--- src/rtl/xip_filter_pkg.sv ---
// Package: shared widths, control bit positions and the route record for
// the execute-in-place access filter. Assumes a two-bit window field at the
// top of the address.
package xip_filter_pkg;
    localparam int CTRL_W      = 11;
    localparam int B_EN_SEC    = 0;
    localparam int B_EN_NS     = 1;
    localparam int B_PWR_DOWN  = 2;
    localparam int B_BLK_UNC_S = 3;
    localparam int B_BLK_UNC_N = 4;
    localparam int B_BLK_RAW_S = 5;
    localparam int B_BLK_RAW_N = 6;
    localparam int B_MAINT_NS  = 7;
    localparam int B_SPLIT     = 8;
    localparam int B_WR_M0     = 9;
    localparam int B_WR_M1     = 10;

    typedef enum logic [1:0] {
        WIN_CACHED   = 2'd0,
        WIN_UNCACHED = 2'd1,
        WIN_MAINT    = 2'd2,
        WIN_RAW      = 2'd3
    } win_e;

    typedef struct packed {
        logic buserr;
        logic query;
        logic flash;
        logic maint;
        logic write;
    } route_t;
endpackage

--- src/rtl/xip_ctrl_reg.sv ---
// Control register for the access filter. It captures writes. A write with
// power-down set stores both cache enables as zero. Assumes the writer
// drives cfg_we for one cycle for each update.
module xip_ctrl_reg
    import xip_filter_pkg::*;
(
    input  logic              clk,
    input  logic              rst_n,
    input  logic              cfg_we,
    input  logic [CTRL_W-1:0] cfg_wdata,
    output logic [CTRL_W-1:0] ctrl_q
);
    logic [CTRL_W-1:0] wr_val;

    // Apply the power-down interlock to the incoming value.
    always_comb begin
        wr_val = cfg_wdata;
        if (cfg_wdata[B_PWR_DOWN]) begin
            wr_val[B_EN_SEC] = 1'b0;
            wr_val[B_EN_NS]  = 1'b0;
        end
    end

    // Hold the control value; clear on reset.
    always_ff @(posedge clk) begin
        if (!rst_n)      ctrl_q <= '0;
        else if (cfg_we) ctrl_q <= wr_val;
    end
endmodule

--- src/rtl/xip_window_decode.sv ---
// Combinational classifier. It maps the window bits, the world and the
// control bits to one outcome, a way mask and a final direction. Assumes
// NUM_WAYS is even when the split is used.
module xip_window_decode
    import xip_filter_pkg::*;
#(
    parameter int ADDR_W   = 28,
    parameter int NUM_WAYS = 2
) (
    input  logic [CTRL_W-1:0]   ctrl,
    input  logic [ADDR_W-1:0]   addr,
    input  logic                write,
    input  logic                secure,
    output route_t              route,
    output logic [NUM_WAYS-1:0] way_mask
);
    localparam int WIN_LSB  = ADDR_W - 2;
    localparam int MEM_LSB  = ADDR_W - 4;
    localparam int HALF     = NUM_WAYS / 2;

    win_e                win;
    logic                blocked;
    logic                enabled;
    logic                mem_writable;
    logic [NUM_WAYS-1:0] sec_ways;
    logic [NUM_WAYS-1:0] ns_ways;

    assign win = win_e'(addr[WIN_LSB +: 2]);

    // Build the per-world way halves.
    for (genvar w = 0; w < NUM_WAYS; w++) begin : g_way
        assign sec_ways[w] = (w < HALF);
        assign ns_ways[w]  = (w >= HALF);
    end

    // Decide whether the window is blocked for this world.
    always_comb begin
        unique case (win)
            WIN_UNCACHED: blocked = secure ? ctrl[B_BLK_UNC_S] : ctrl[B_BLK_UNC_N];
            WIN_RAW:      blocked = secure ? ctrl[B_BLK_RAW_S] : ctrl[B_BLK_RAW_N];
            WIN_MAINT:    blocked = !secure && !ctrl[B_MAINT_NS];
            default:      blocked = 1'b0;
        endcase
    end

    // Pick the cache enable and the write permit of the memory window.
    always_comb begin
        enabled      = secure ? ctrl[B_EN_SEC] : ctrl[B_EN_NS];
        mem_writable = !addr[MEM_LSB + 1] &&
                       (addr[MEM_LSB] ? ctrl[B_WR_M1] : ctrl[B_WR_M0]);
    end

    // Form the single outcome, the direction and the allowed ways.
    always_comb begin
        route        = '0;
        way_mask     = '0;
        route.buserr = blocked;
        if (!blocked) begin
            route.query = (win == WIN_CACHED) && enabled;
            route.maint = (win == WIN_MAINT);
            route.flash = !route.query && !route.maint;
            route.write = write && (route.maint || mem_writable);
            if (route.query) begin
                if (!ctrl[B_SPLIT]) way_mask = '1;
                else                way_mask = secure ? sec_ways : ns_ways;
            end
        end
    end
endmodule

--- src/rtl/xip_route_reg.sv ---
// Output stage. It registers the classification so that it is valid one
// cycle after the request. It drives all outcome outputs to zero when no
// request was taken.
module xip_route_reg
    import xip_filter_pkg::*;
#(
    parameter int NUM_WAYS = 2
) (
    input  logic                clk,
    input  logic                rst_n,
    input  logic                in_valid,
    input  route_t              in_route,
    input  logic [NUM_WAYS-1:0] in_ways,
    output logic                out_valid,
    output route_t              out_route,
    output logic [NUM_WAYS-1:0] out_ways
);
    // Capture one classification per cycle, zeroed when idle.
    always_ff @(posedge clk) begin
        if (!rst_n) begin
            out_valid <= 1'b0;
            out_route <= '0;
            out_ways  <= '0;
        end else begin
            out_valid <= in_valid;
            out_route <= in_valid ? in_route : '0;
            out_ways  <= in_valid ? in_ways  : '0;
        end
    end
endmodule

--- src/rtl/xip_access_filter.sv ---
// Top of the execute-in-place access filter. It combines the control
// register, the window classifier and the output register. Assumes that at
// most one request is presented per cycle and that it is always accepted.
module xip_access_filter
    import xip_filter_pkg::*;
#(
    parameter int ADDR_W   = 28,
    parameter int NUM_WAYS = 2
) (
    input  logic                clk,
    input  logic                rst_n,
    input  logic                cfg_we,
    input  logic [CTRL_W-1:0]   cfg_wdata,
    output logic [CTRL_W-1:0]   cfg_rdata,
    input  logic                req_valid,
    input  logic [ADDR_W-1:0]   req_addr,
    input  logic                req_write,
    input  logic                req_secure,
    output logic                rsp_valid,
    output logic                rsp_buserr,
    output logic                rsp_cache_query,
    output logic                rsp_flash_req,
    output logic                rsp_maint,
    output logic [NUM_WAYS-1:0] rsp_way_mask,
    output logic                rsp_write
);
    logic [CTRL_W-1:0]   ctrl;
    route_t              dec_route;
    logic [NUM_WAYS-1:0] dec_ways;
    route_t              reg_route;

    xip_ctrl_reg u_ctrl (
        .clk       (clk),
        .rst_n     (rst_n),
        .cfg_we    (cfg_we),
        .cfg_wdata (cfg_wdata),
        .ctrl_q    (ctrl)
    );

    xip_window_decode #(.ADDR_W(ADDR_W), .NUM_WAYS(NUM_WAYS)) u_dec (
        .ctrl     (ctrl),
        .addr     (req_addr),
        .write    (req_write),
        .secure   (req_secure),
        .route    (dec_route),
        .way_mask (dec_ways)
    );

    xip_route_reg #(.NUM_WAYS(NUM_WAYS)) u_out (
        .clk       (clk),
        .rst_n     (rst_n),
        .in_valid  (req_valid),
        .in_route  (dec_route),
        .in_ways   (dec_ways),
        .out_valid (rsp_valid),
        .out_route (reg_route),
        .out_ways  (rsp_way_mask)
    );

    assign cfg_rdata       = ctrl;
    assign rsp_buserr      = reg_route.buserr;
    assign rsp_cache_query = reg_route.query;
    assign rsp_flash_req   = reg_route.flash;
    assign rsp_maint       = reg_route.maint;
    assign rsp_write       = reg_route.write;
endmodule

--- config.mk ---
export PLATFORM = sky130hd
export DESIGN_NAME = xip_access_filter
export DESIGN_NICKNAME = d
export VERILOG_FILES = /design/src/rtl/xip_filter_pkg.sv /design/src/rtl/xip_ctrl_reg.sv /design/src/rtl/xip_window_decode.sv /design/src/rtl/xip_route_reg.sv /design/src/rtl/xip_access_filter.sv
export SDC_FILE = /design/constraint.sdc
export NUM_CORES = 1
export LEC_CHECK = 0
export BUFFER_PORTS_ARGS = -buffer_cell sky130_fd_sc_hd__buf_2
export CELL_PAD_IN_SITES_DETAIL_PLACEMENT = 1
export CELL_PAD_IN_SITES_GLOBAL_PLACEMENT = 1
export CORE_UTILIZATION = 27
export DETAILED_ROUTE_END_ITERATION = 10
export PLACE_DENSITY_LB_ADDON = 0.25
export REMOVE_ABC_BUFFERS = 1
export SKIP_LAST_GASP = 1
export SYNTH_ARGS = -nofsm -noshare
export SYNTH_HDL_FRONTEND = slang
export SYNTH_SLANG_ARGS = --single-unit
--- constraint.sdc ---
create_clock -name clk -period 2 [get_ports clk]
set_input_delay 0.1 -clock clk [delete_from_list [all_inputs] [get_ports clk]]
set_output_delay 0.1 -clock clk [all_outputs]
set_load 0.01 [all_outputs]
== Word level (Yosys, flattened, before mapping) ==
Cells that the tools add are included.
Storage, ports and cells
  logic and storage cells: 37
  register bits after elaboration: 19
  output and inout port bits: 19
Cells by class
  eq/ne operators: 3
  mux-type cells: 8
  reduce and logical (&&, ||, !) cells: 15
  bitwise gates (word level): 3
Operators with widths (number)
  2-bit two-way mux: 3
  1-bit logical AND: 5
  1-bit logical NOT: 5
  2-bit equality test (second input constant): 2
  1-bit two-way mux: 4
  4-bit OR reduction: 1
  1-bit NOT: 3
  1-bit case mux with 3 select lines: 1
  3-bit OR reduction: 1
  2-bit by 1-bit equality test with 1-bit output (second input constant): 1
  2-bit logical NOT: 1
  2-bit AND reduction: 1
  1-bit logical OR: 1

== Depth between registers and ports, before layout ==
Gate-level depths: netlist of the first run.
  depth after elaboration: 4
  depth in mapped cells: 4
  depth with buffers taken out: 3

== Modules after synthesis ==
A second synthesis of the first run with hierarchy kept.
Second synthesis, totals
  cell total of the unflattened synthesis: 79
  area, all modules: 818.3 sq um
Modules (own cells, without submodules)
  xip_ctrl_reg: cells an instance 38, area each 441.7 sq um, sequential area each 220.2 sq um, times used 1
  xip_route_reg: cells an instance 16, area each 211.5 sq um, sequential area each 160.2 sq um, times used 1
  xip_window_decode: cells an instance 25, area each 165.2 sq um, sequential area each 0.0 sq um, times used 1

== Worst setup path before layout of the first run ==
Ideal clock, no wire load.
  kind: register to register
  start point: register u_ctrl.ctrl_q[0]
  end point: register u_out.out_ways[0]
  stages on the path, launching flop included: 4
  setup slack: 0.939 ns
  buffers on the path: 0
  period minus slack after synthesis: 1.061 ns
  arrival time: 0.992 ns
  setup time: 0.070 ns
  cell sequence: dfxtp_1 -> mux2i_1 -> or4_4 -> a21oi_1
On the way
  cells in the longest elaborated chain, start to end: 4
RTL lines
  start, declared: RTL line xip_ctrl_reg.sv:11  | output logic [CTRL_W-1:0] ctrl_q
  start signal, assigned: RTL line xip_ctrl_reg.sv:27  | else if (cfg_we) ctrl_q <= wr_val;
  1-bit two-way mux: RTL line xip_window_decode.sv:48  | enabled = secure ? ctrl[B_EN_SEC] : ctrl[B_EN_NS];
  1-bit logical AND: RTL line xip_window_decode.sv:59  | route.query = (win == WIN_CACHED) && enabled;
  1-bit NOT (no source line)
  4-bit OR reduction (no source line)
  end signal, assigned: RTL line xip_route_reg.sv:27  | out_ways <= in_valid ? in_ways : '0;
  end, declared: RTL line xip_route_reg.sv:16  | output logic [NUM_WAYS-1:0] out_ways
Every way passes these cells.
A chain may end at the register's enable or synchronous reset.

== Worst setup path in the final report of the first run ==
  start point: register u_ctrl.ctrl_q[7]
  end point: register u_out.out_route[4] (netlist bit)
On the way
  cells in the longest elaborated chain, start to end: 3
RTL lines
  1-bit logical NOT: RTL line xip_window_decode.sv:41  | WIN_MAINT: blocked = !secure && !ctrl[B_MAINT_NS];
  1-bit logical AND: RTL line xip_window_decode.sv:41
  1-bit case mux with 3 select lines: RTL line xip_window_decode.sv:38  | unique case (win)
  end signal, assigned: RTL line xip_route_reg.sv:26  | out_route <= in_valid ? in_route : '0;
  end, declared: RTL line xip_route_reg.sv:15  | output route_t out_route,
Every way passes these cells.

==> results by group, run 1 <==
Worst setup path
  • Endpoint class of the critical path: register
  • Cell chain of the critical path: or3b_1 > a21oi_1 > o21a_1
  • Crit path arrival time: about 1.4 ns
  • Largest delay contributor family on the critical path: simple AND/OR/NAND/NOR gates
  • WP depth: 3
  • CP Data Required Time: about 2.3 ns
  • Critical Path Fanout Max: 4
  • Startpoint types: register
  • Crit Reg-Reg Endpoint: u_out.out_route[4]$_SDFF_PN0_
  • Slowest CP cell: or3b_1
  • R2r setup slk: 0.87 ns
  • Worst r2r src: u_ctrl.ctrl_q[7]$_SDFFE_PN0P_
  • Worst-case reg-to-reg path depth: 3
  • CP bufs+invs: 0
  • Max stage delay on crit path: between 0.3 and 0.4 ns
  • Critical path class: reg2reg

Place
  • Number of buffers added on ports: 39
  • DP HPWL: between 1000 and 1500 microns
  • Routability cong.: approximately 0.78

Route
  • 1st-iter DRT viols: 7
  • Vias per cell: ~4.7
  • WL final: between 1500 and 2000 microns
  • DRT Pass-1 Iters: 2
  • DR DRC count: 0
  • DR vias: 706
  • Antenna-violating nets left: 0
  • Per-cell routed wire length: ~12 microns

Die
  • Die Wd: approximately 56 microns
  • Row cnt: 19
  • Initial Util: roughly 28%
  • Core area: between 2000 and 3000 sq um
  • # IOs: 64
  • Die Span Y: between 50 and 60 microns
  • Die area: 3120 sq um

Power and ir drop
  • Power Total: 706 uW
  • PD cells: approximately 700 nW/um^2
  • Max VDD drop: around 0.35 mV
  • Pleak: around 0.0005 uW

Yosys
  • Post-synth ARST share: 0%
  • Top_reg_cell synth: dfxtp_1
  • Syn avg cell area: around 9.9 sq um
  • Post-synth EDFFs: 0
  • Ys Warns: 0
  • Register bit total from synthesis: 19
  • Distinct cells, synth: 23
  • Post-Syn Instances: 79
  • Sequential area share after synthesis: 48.6%
  • Post-Syn Area: 782 sq um

Clock tree
  • Post-cts gate resize count: 0
  • Root Buffer: clkbuf_4
  • Sink Count: 19
  • CTS HTree Levels: 1
  • Clock-pin slew on the worst setup and hold paths: 0.11 ns
  • Clock latency on the worst-skew pair: roughly 0.3 ns
  • Post-CTS Hold Fix Bufs: 0
  • Post-CTS setup buffer count: 0
  • Total CTS buffers: 3
  • Longest Clk Path Bufs: 2
  • CTS tree: done

Hold path
  • Worst hold path class: in2reg
  • WHS Endpoint: u_out.out_route[0]$_SDFF_PP0_
  • Worst hold stages: 3
  • Min-delay src: req_valid

Global routing
  • GRT Total Usage: 12.6%
  • First-pass GRT wire length: 3010 microns
  • Vias in the first global route: around 710
  • Largest net degree at the start of global routing: 14
  • Total grt overflow: 0
  • Initial antenna violation count: 0

Timing
  • Slew Viols, Final: 0
  • Final hold slack: 0.0286 ns
  • Clk_skew: ~0.0015 ns
  • Post-layout min period: ~1.1 ns
  • Final setup fails: 0
  • Setup TNS: 0 ns
  • Final Hold Viols: 0
  • Period utilization: a little under three fifths
  • Max frequency: about 890 MHz
  • Worst Tran Pin Value: about 0.43 ns
  • RSZ-0062 raised after global routing: false
  • Slew margin rel.: a little over two thirds

Finish
  • Layout area overhead: 29.8%
  • Proportion of layout cells with a drive suffix above 1: between 30% and 40%
  • Most frequent cells in the layout: 39 x buf_2, 19 x dfxtp_1, 15 x nor2b_1, 11 x mux2i_1, 6 x a21oi_1
  • N_diodes: 0
  • Final Net Count: 164
  • Commonest non-fill, non-tap cell in the layout: buf_2
  • Fillers: approximately 340

Run
  • Max Cap Viol: 0

Outcome
  • Status: complete, no violations
[per-stage QoR]
step | setup WS, ns | instances | cell area (sq um) | utilization, %
finish | 0.871 | 149 | 1010 | 36.8
floorplan | 0.939 | 75 | 754 | -
global placement | 0.846 | 145 | 988 | 35.8
CTS | 0.814 | 149 | 1010 | 36.8
global route | 0.727 | 149 | 1010 | 36.8
detailed placement | 0.802 | 145 | 988 | 35.8
[cells by family (layout without fill, tap and decap cells)]
group,count (synthesis),after routing,synth area share (%)
AOI/OAI and AO/OA,10,10,7.36
buffers and inverters,8,47,5.44
DFF,19,19,48.6
muxes,12,12,15.5
and+or+nand+nor,30,30,23.0
[worst max path at each step]
stage	end	start	slack, ns
after global placement	u_out.out_ways[0]$_SDFF_PP0_	rst_n	0.85
after global routing	u_out.out_route[2]$_SDFF_PP0_	u_ctrl.ctrl_q[3]$_SDFFE_PN0P_	0.73
after CTS	u_out.out_route[2]$_SDFF_PP0_	u_ctrl.ctrl_q[3]$_SDFFE_PN0P_	0.81
after detailed placement	u_out.out_ways[1]$_SDFF_PP0_	rst_n	0.80
after floorplan	u_out.out_ways[0]$_SDFF_PP0_	u_ctrl.ctrl_q[0]$_SDFFE_PN0P_	0.94
final	u_out.out_route[4]$_SDFF_PN0_	u_ctrl.ctrl_q[7]$_SDFFE_PN0P_	0.87
[synth_stat cells (all sizes together), types with 2 or more instances]
cell,n,area share [%]
dfxtp,19,49
nor2b,15,12
mux2i,11,14
a21oi,6,3.8
inv,4,1.9
nand2,4,1.9
buf,3,3.0
nand3,3,1.9
nand3b,2,1.9
[worst register-to-register path, stage by stage, from the launching register on]
cell and delay [ns]:
dfxtp_1 0.35, or3b_1 0.37, a21oi_1 0.21, o21a_1 0.15
[registers in the layout, indices dropped and copies added, names as in the netlist]
register and flops:
u_out.out_valid 1, u_ctrl.ctrl_q 11, u_out.out_route 5, u_out.out_ways 2
[per-layer routing]
metal,vias up,routed length [microns],GRT usage [%]
met5,-,0,0
met4,0,46,7.32
met3,5,89,3.26
met2,23,858,22.2
met1,333,755,13.7
li1,345,-,-
[report_power, final]
group / total, uW / switching, uW / internal [uW]
logic: 99.4 / 49.2 / 50.2
registers: 405 / 10.1 / 394
clock network: 202 / 124 / 77.9
total: 706 / 183 / 523
[area by class of cell]
class                           count  area [sq um]  area share (%)
Timing Repair Buffer               39           195            19.2
Inverter                            4          15.0            1.48
Multi-Input combinational cell     52           359            35.4
Clock buffer                        4          26.3            2.59
Sequential cell                    19           380            37.5
Tap cell                           31          38.8            3.82
Note: power is estimated with default switching activity, not from simulation.
==> inputs of run 2 (changes only) <==
- CORE_UTILIZATION: 27 -> 23
- clock period: 2 -> 0.99 ns (I/O delays scaled with it)
==> run 2 against run 1 <==
  * The run now ends with setup timing left
  * Register-to-register slack worse by 0.91 ns
  * Largest cell class is now multi-input gates
  * Combinational power grew to 2.8 times the previous value
  * Wire length is 17% higher
  * Global-route usage is 0.83 points lower
  * Via count is 7.2% higher
  * Sequential power is 100% higher
  * Hold slack worse by 0.022 ns
  * Non-clock buffer count is 15 higher
  * Maximum frequency is 10% higher
  * Clock-buffer cell count is 1 lower
  * Sequential share of layout area is 5.6 points lower
  * Highest routed layer unchanged
  * Critical path depth stayed put
  * Largest power group unchanged
==> results by group, run 2 (synthesis results as in run 1) <==
Global routing
  • Total grt overflow: 0 (unchanged)
  • Initial antenna violation count: 0 (unchanged)
  • Vias in the first global route: 718 (+0.98%)
  • GRT Total Usage: 11.8% (-0.83 points)
  • Largest net degree at the start of global routing: 13 (-1)
  • First-pass GRT wire length: 3110 microns (+3.2%)

Worst setup path
  • Crit path arrival time: 1.27 ns (-0.12 ns)
  • CP Data Required Time: 1.23 ns (-1.03 ns)
  • Crit Reg-Reg Endpoint: u_out.out_ways[0]$_SDFF_PP0_
  • Worst-case reg-to-reg path depth: 3 (unchanged)
  • R2r setup slk: -0.04 ns (-0.91 ns)
  • Endpoint class of the critical path: register
  • Worst r2r src: u_ctrl.ctrl_q[0]$_SDFFE_PN0P_
  • Critical path class: reg2reg
  • Startpoint types: register
  • Critical Path Fanout Max: 3 (-1)

Timing
  • Period utilization: 104% (+47 points)
  • RSZ-0062 raised after global routing: true
  • Worst Tran Pin Value: 0.337 ns (-0.0978 ns)
  • Clk_skew: 0.00312 ns (+0.00166 ns)
  • Post-layout min period: 1.03 ns (-0.103 ns)
  • Slew Viols, Final: 0 (unchanged)
  • Final setup fails: 5 (+5)
  • Final Hold Viols: 0 (unchanged)
  • Max frequency: 975 MHz (+10%)
  • Setup WS post-layout: -0.0361 ns (-0.907 ns)
  • Final hold slack: 0.00706 ns (-0.0215 ns)
  • Slew margin rel.: 77.5% (+7.3 points)

Route
  • Vias per cell: 4.28 (-9.7%)
  • DR vias: 757 (+7.2%)
  • 1st-iter DRT viols: 9 (+2)
  • Antenna-violating nets left: 0 (unchanged)
  • WL final: 2040 microns (+17%)
  • DR DRC count: 0 (unchanged)
  • Per-cell routed wire length: 11.5 microns (-1.9%)
  • DRT Pass-1 Iters: 3 (+1)

Hold path
  • Worst hold path class: in2reg
  • Worst hold stages: 3 (unchanged)
  • WHS Endpoint: u_ctrl.ctrl_q[0]$_SDFFE_PN0P_
  • Min-delay src: cfg_wdata[0]

Clock tree
  • Longest Clk Path Bufs: 2 (unchanged)
  • Clock latency on the worst-skew pair: 0.30 ns (about the same)
  • Clock-pin slew on the worst setup and hold paths: 0.10 ns (about the same)
  • Root Buffer: clkbuf_4
  • CTS HTree Levels: 1 (unchanged)
  • Sink Count: 19 (unchanged)
  • CTS tree: done
  • Total CTS buffers: 3 (unchanged)

Finish
  • Layout area overhead: 55.7%
  • Max reg flops: 11 (unchanged)
  • Commonest non-fill, non-tap cell in the layout: buf_2
  • Registers with the most flip-flops: u_ctrl.ctrl_q: 11 flops, u_out.out_route: 5 flops, u_out.out_ways: 2 flops
  • Final Net Count: 179 (+9.1%)
  • Largest register by flop count: u_ctrl.ctrl_q
  • Proportion of layout cells with a drive suffix above 1: 53.4% (+16 points)
  • Most frequent cells in the layout: 38 x buf_2, 15 x nor2b_1, 13 x dfxtp_1, 11 x buf_4, 10 x mux2i_1
  • N_diodes: 0 (unchanged)

Outcome
  • Status: finished, violations left
  • Failing checks: setup timing

Power and ir drop
  • Power Total: 1480 uW (+110%)
  • Internal: 1100 uW (+110%)
  • Share of power burned in registers: 55.3% (-2.0 points)
  • Max VDD drop: 0.440 mV (+26%)
  • Pleak: 0.000595 uW (+16%)
  • P_sw: 380 uW (+110%)
  • PD cells: 1210 nW/um^2 (+75%)
  • Clock share of power: 26.0% (-2.6 points)
  • Sw frac: 25.7% (-0.23 points)
  • Comb pwr share: 18.7% (+4.6 points)

Die
  • Die Wd: 60.3 microns (+8.1%)
  • Die Span Y: 60.3 microns (+8.1%)
  • Die area: 3640 sq um (+17%)
  • # IOs: 64 (unchanged)
  • Core area: 3130 sq um (+13%)
  • Row cnt: 20 (+1)
  • Initial Util: 25.0% (-3.4 points)

Run
  • Max Cap Viol: 0 (unchanged)

Place
  • Number of buffers added on ports: 39 (unchanged)
  • Routability cong.: 0.751 (-3.1%)
  • DP HPWL: 1520 microns (+11%)
==> run 2: cell types whose count changed in the layout (fill, tap and decap cells not counted), sizes merged <==
| cell | before | now |
|---|---|---|
| buf | 39 | 50 |
| dlygate4sd3 | 0 | 4 |
| clkbuf | 4 | 3 |
| clkinv | 0 | 1 |
==> run 2: worst max-delay path, stage by stage (launching register included) <==
cell	delay, ns
dfxtp_2	0.35
mux2i_2	0.07
or4_4	0.44
a21oi_2	0.11
==> run 2: how the worst max path moves through the flow <==
| stage | slack, ns | end | start |
|---|---|---|---|
| floorplan | -0.07 | u_out.out_ways[0]$_SDFF_PP0_ | u_ctrl.ctrl_q[0]$_SDFFE_PN0P_ |
| global placement | -0.04 | u_out.out_route[0]$_SDFF_PP0_ | u_ctrl.ctrl_q[7]$_SDFFE_PN0P_ |
| detailed placement | -0.06 | u_out.out_route[0]$_SDFF_PP0_ | u_ctrl.ctrl_q[7]$_SDFFE_PN0P_ |
| CTS | -0.05 | u_out.out_ways[0]$_SDFF_PP0_ | u_ctrl.ctrl_q[0]$_SDFFE_PN0P_ |
| global route | -0.09 | u_out.out_ways[1]$_SDFF_PP0_ | u_ctrl.ctrl_q[1]$_SDFFE_PN0P_ |
| finish | -0.04 | u_out.out_ways[0]$_SDFF_PP0_ | u_ctrl.ctrl_q[0]$_SDFFE_PN0P_ |
==> run 2: power groups by stage <==
| stage | Combinational [uW] | Clock (uW) | Sequential [uW] |
|---|---|---|---|
| 2_1_floorplan | 79.2 | 0 | 849 |
| 3_3_place_gp | 235 | 0 | 831 |
| 3_5_place_dp | 239 | 0 | 832 |
| 4_1_cts | 260 | 412 | 817 |
| 5_1_grt | 305 | 445 | 823 |
| 6_report | 276 | 385 | 818 |
==> run 2: routing by layer <==
metal | share of wire, % | wire [microns] | vias to the layer above | global-route usage, %
li1 | - | - | 378 | -
met1 | 41 | 832 | 356 | 13.7
met2 | 53 | 1080 | 21 | 19.6
met3 | 5.2 | 107 | 2 | 4.11
met4 | 0.93 | 19 | 0 | 4.98
met5 | 0 | 0 | - | 0
==> run 2: layout make-up <==
class,count,area [sq um]
fill,391,1910
timing repair buffer,54,324
sequential,19,388
inverter,4,15.0
clock buffer,3,22.5
clock inverter,1,5.00
multi-input combinational,52,408
tap,44,55.1
==> run 2: timing repair <==
| item | 4_1_cts | 5_1_grt |
|---|---|---|
| setup endpoints to repair | 6 | 8 |
| hold endpoints to repair | 4 | 0 |
| buffers inserted | 0 | 2 |
| hold buffers | 4 | 0 |
| resized for setup | 9 | 9 |
| pin swaps | 3 | 2 |
==> run 2: through the flow <==
stage / TNS [ns] / std cells / setup WS (ns) / utilization, % / instance area, sq um
2_1_floorplan: -0.283 / 75 / -0.0715 / - / 754
3_3_place_gp: -0.191 / 167 / -0.0435 / 34.3 / 1070
3_5_place_dp: -0.220 / 167 / -0.0636 / 34.3 / 1070
4_1_cts: -0.125 / 175 / -0.0450 / 37.2 / 1160
5_1_grt: -0.392 / 177 / -0.0943 / 38.9 / 1220
6_report: -0.124 / 177 / -0.0361 / 38.9 / 1220
==> inputs of run 3 (changes only) <==
- HOLD_SLACK_MARGIN: unset -> 0.03
- SETUP_SLACK_MARGIN: unset -> 0.2
==> run 3 against run 2 <==
  * The flow still finishes with violations (setup timing)
  * Global-route usage grew 2.4 points
  * Power increased by 6.5%
  * Via count increased by 4.0%
  * Sequential share of layout area decreased by 4.7 points
  * Setup slack lost 0.0082 ns
  * Critical endpoint unchanged
  * Clock power about the same
  * Critical path type unchanged
==> results by group, run 3 (synthesis results as in run 1) <==
Global routing
  • GRT Total Usage: 14.2% (+2.4 points)
  • Largest net degree at the start of global routing: 13 (unchanged)
  • Initial antenna violation count: 0 (unchanged)
  • Vias in the first global route: 822 (+14%)
  • Total grt overflow: 0 (unchanged)
  • First-pass GRT wire length: 3730 microns (+20%)

Clock tree
  • Sink Count: 19 (unchanged)
  • Longest Clk Path Bufs: 2 (unchanged)
  • Clock latency on the worst-skew pair: 0.30 ns (about the same)
  • CTS tree: done
  • Clock-pin slew on the worst setup and hold paths: 0.10 ns (about the same)
  • Total CTS buffers: 3 (unchanged)
  • Post-CTS Hold Fix Bufs: 12 (+8)
  • Root Buffer: clkbuf_4
  • CTS HTree Levels: 1 (unchanged)

Power and ir drop
  • Max VDD drop: 0.478 mV (+8.7%)
  • Pleak: 0.000674 uW (+13%)
  • PD cells: 1080 nW/um^2 (-11%)

Finish
  • N_diodes: 0 (unchanged)
  • Area of the multi-input gates: 429 sq um (+5.2%)
  • Max reg flops: 11 (unchanged)
  • Post-route cell area: 1460 sq um (+20%)
  • Layout area overhead: 87.0%
  • Registers with the most flip-flops: u_ctrl.ctrl_q: 11 flops, u_out.out_route: 5 flops, u_out.out_ways: 2 flops
  • Most frequent cells in the layout: 26 x buf_2, 21 x buf_6, 13 x nor2b_1, 13 x dfxtp_2, 12 x dlygate4sd3_1
  • Fillers: 373 (-4.6%)
  • Post-route insts no fill: 189 (+6.8%)
  • Commonest non-fill, non-tap cell in the layout: buf_2
  • Seq. cell area: 397 sq um (+2.3%)
  • Largest register by flop count: u_ctrl.ctrl_q
  • Final Net Count: 191 (+6.7%)
  • Proportion of layout cells with a drive suffix above 1: 59.3% (+5.9 points)

Worst setup path
  • Startpoint types: register
  • Critical Path Fanout Max: 3 (unchanged)
  • Critical path class: reg2reg
  • Max stage delay on crit path: 0.45 ns (about the same)
  • Crit path arrival time: 1.28 ns (about the same)
  • Worst r2r src: u_ctrl.ctrl_q[1]$_SDFFE_PN0P_
  • Slowest CP cell: or4_4
  • Crit path launch: u_ctrl.ctrl_q[1]$_SDFFE_PN0P_
  • CP bufs+invs: 0 (unchanged)
  • Largest delay contributor family on the critical path: simple AND/OR/NAND/NOR gates
  • Cell chain of the critical path: mux2i_2 > or4_4 > a21oi_2
  • CP Data Required Time: 1.23 ns (about the same)
  • Endpoint class of the critical path: register

Timing
  • Period utilization: 104% (+0.83 points)
  • Worst Tran Pin Value: 0.383 ns (+0.0459 ns)
  • Max frequency: 967 MHz (-0.79%)
  • Slew margin rel.: 74.3% (-3.3 points)
  • RSZ-0062 raised after global routing: true
  • Clk_skew: 0.00303 ns (-0.0000934 ns)
  • Post-layout min period: 1.03 ns (+0.00821 ns)
  • Final Hold Viols: 0 (unchanged)
  • Slew Viols, Final: 0 (unchanged)
  • Setup WS post-layout: -0.0443 ns (-0.00821 ns)
  • Final setup fails: 8 (+3)

Route
  • 1st-iter DRT viols: 13 (+4)
  • DRT Pass-1 Iters: 4 (+1)
  • Vias per cell: 4.16 (-2.6%)
  • DR vias: 787 (+4.0%)
  • Antenna-violating nets left: 0 (unchanged)
  • Per-cell routed wire length: 11.8 microns (+2.6%)
  • WL final: 2230 microns (+9.5%)
  • DR DRC count: 0 (unchanged)

Place
  • Routability cong.: 0.751 (unchanged)
  • DP HPWL: 1520 microns (unchanged)
  • Placed cell count: 167 (unchanged)
  • Placed Area: 1070 sq um (unchanged)
  • Number of buffers added on ports: 39 (unchanged)

Outcome
  • Failing checks: setup timing
  • Status: finished, violations left

Die
  • Initial Util: 25.0% (unchanged)
  • Die Wd: 60.3 microns (unchanged)
  • Die Span Y: 60.3 microns (unchanged)
  • # IOs: 64 (unchanged)
  • Core area: 3130 sq um (unchanged)
  • Die area: 3640 sq um (unchanged)
  • Row cnt: 20 (unchanged)

Hold path
  • Worst hold path class: in2reg
  • Min-delay src: req_write

Run
  • Max Cap Viol: 0 (unchanged)
## run 3: final cells by class
cell class	instances	area share [%]
Clock buffer	3	1.54
Clock inverter	1	0.342
Inverter	4	1.03
Multi-Input combinational cell	52	29.3
Sequential cell	19	27.1
Tap cell	44	3.76
Timing Repair Buffer	66	36.9
## run 3: layer usage
layer / routed length (microns) / vias to the layer above / global-route usage, % / share of wire, %
li1: - / 397 / - / -
met1: 931 / 367 / 16.3 / 42
met2: 1180 / 21 / 24.3 / 53
met3: 102 / 2 / 4.33 / 4.6
met4: 19 / 0 / 5.98 / 0.85
met5: 0 / - / 0 / 0
## run 3: power breakdown
| part | switching [uW] | internal, uW | leakage, uW |
|---|---|---|---|
| combinational | 147 | 219 | 0.000496 |
| sequential | 22.2 | 802 | 0.000161 |
| clock | 233 | 151 | 0.0000177 |
## run 3: worst min-delay path, cell delays in order
cell,delay (ns)
buf_2,0.10
nand3_1,0.08
nor4_1,0.05
## run 3: worst paths after layout
check / to / slack, ns / cells after the start
worst max-delay path: u_out.out_ways[0]$_SDFF_PP0_ / -0.04 / 3
worst min-delay path: u_out.out_route[0]$_SDFF_PP0_ / 0.01 / 3
worst max register to register: u_out.out_ways[0]$_SDFF_PP0_ / -0.04 / 3
worst min register to register: u_out.out_ways[1]$_SDFF_PP0_ / 0.53 / 2
## run 3: metrics by stage
stage / setup TNS (ns) / hold WS [ns] / total power, uW / utilization, % / worst slack, ns
finish: -0.240 / 0.0107 / 1570 / 46.8 / -0.0443
global route: -0.585 / 0.000801 / 1680 / 46.8 / -0.0996
CTS: -0.139 / 0.00679 / 1570 / 43.6 / -0.0450
detailed placement: -0.220 / 0.308 / 1070 / 34.3 / -0.0636
global placement: -0.191 / 0.303 / 1070 / 34.3 / -0.0435
floorplan: -0.283 / 0.141 / 928 / - / -0.0715
## run 3: what timing repair did
| action | CTS | global route |
|---|---|---|
| endpoints found under the hold margin | 13 | 1 |
| pin swaps | 5 | 4 |
| endpoints found under the setup margin | 27 | 30 |
| setup buffers | 3 | 3 |
| gates cloned | 0 | 0 |
| gates resized for setup | 33 | 19 |
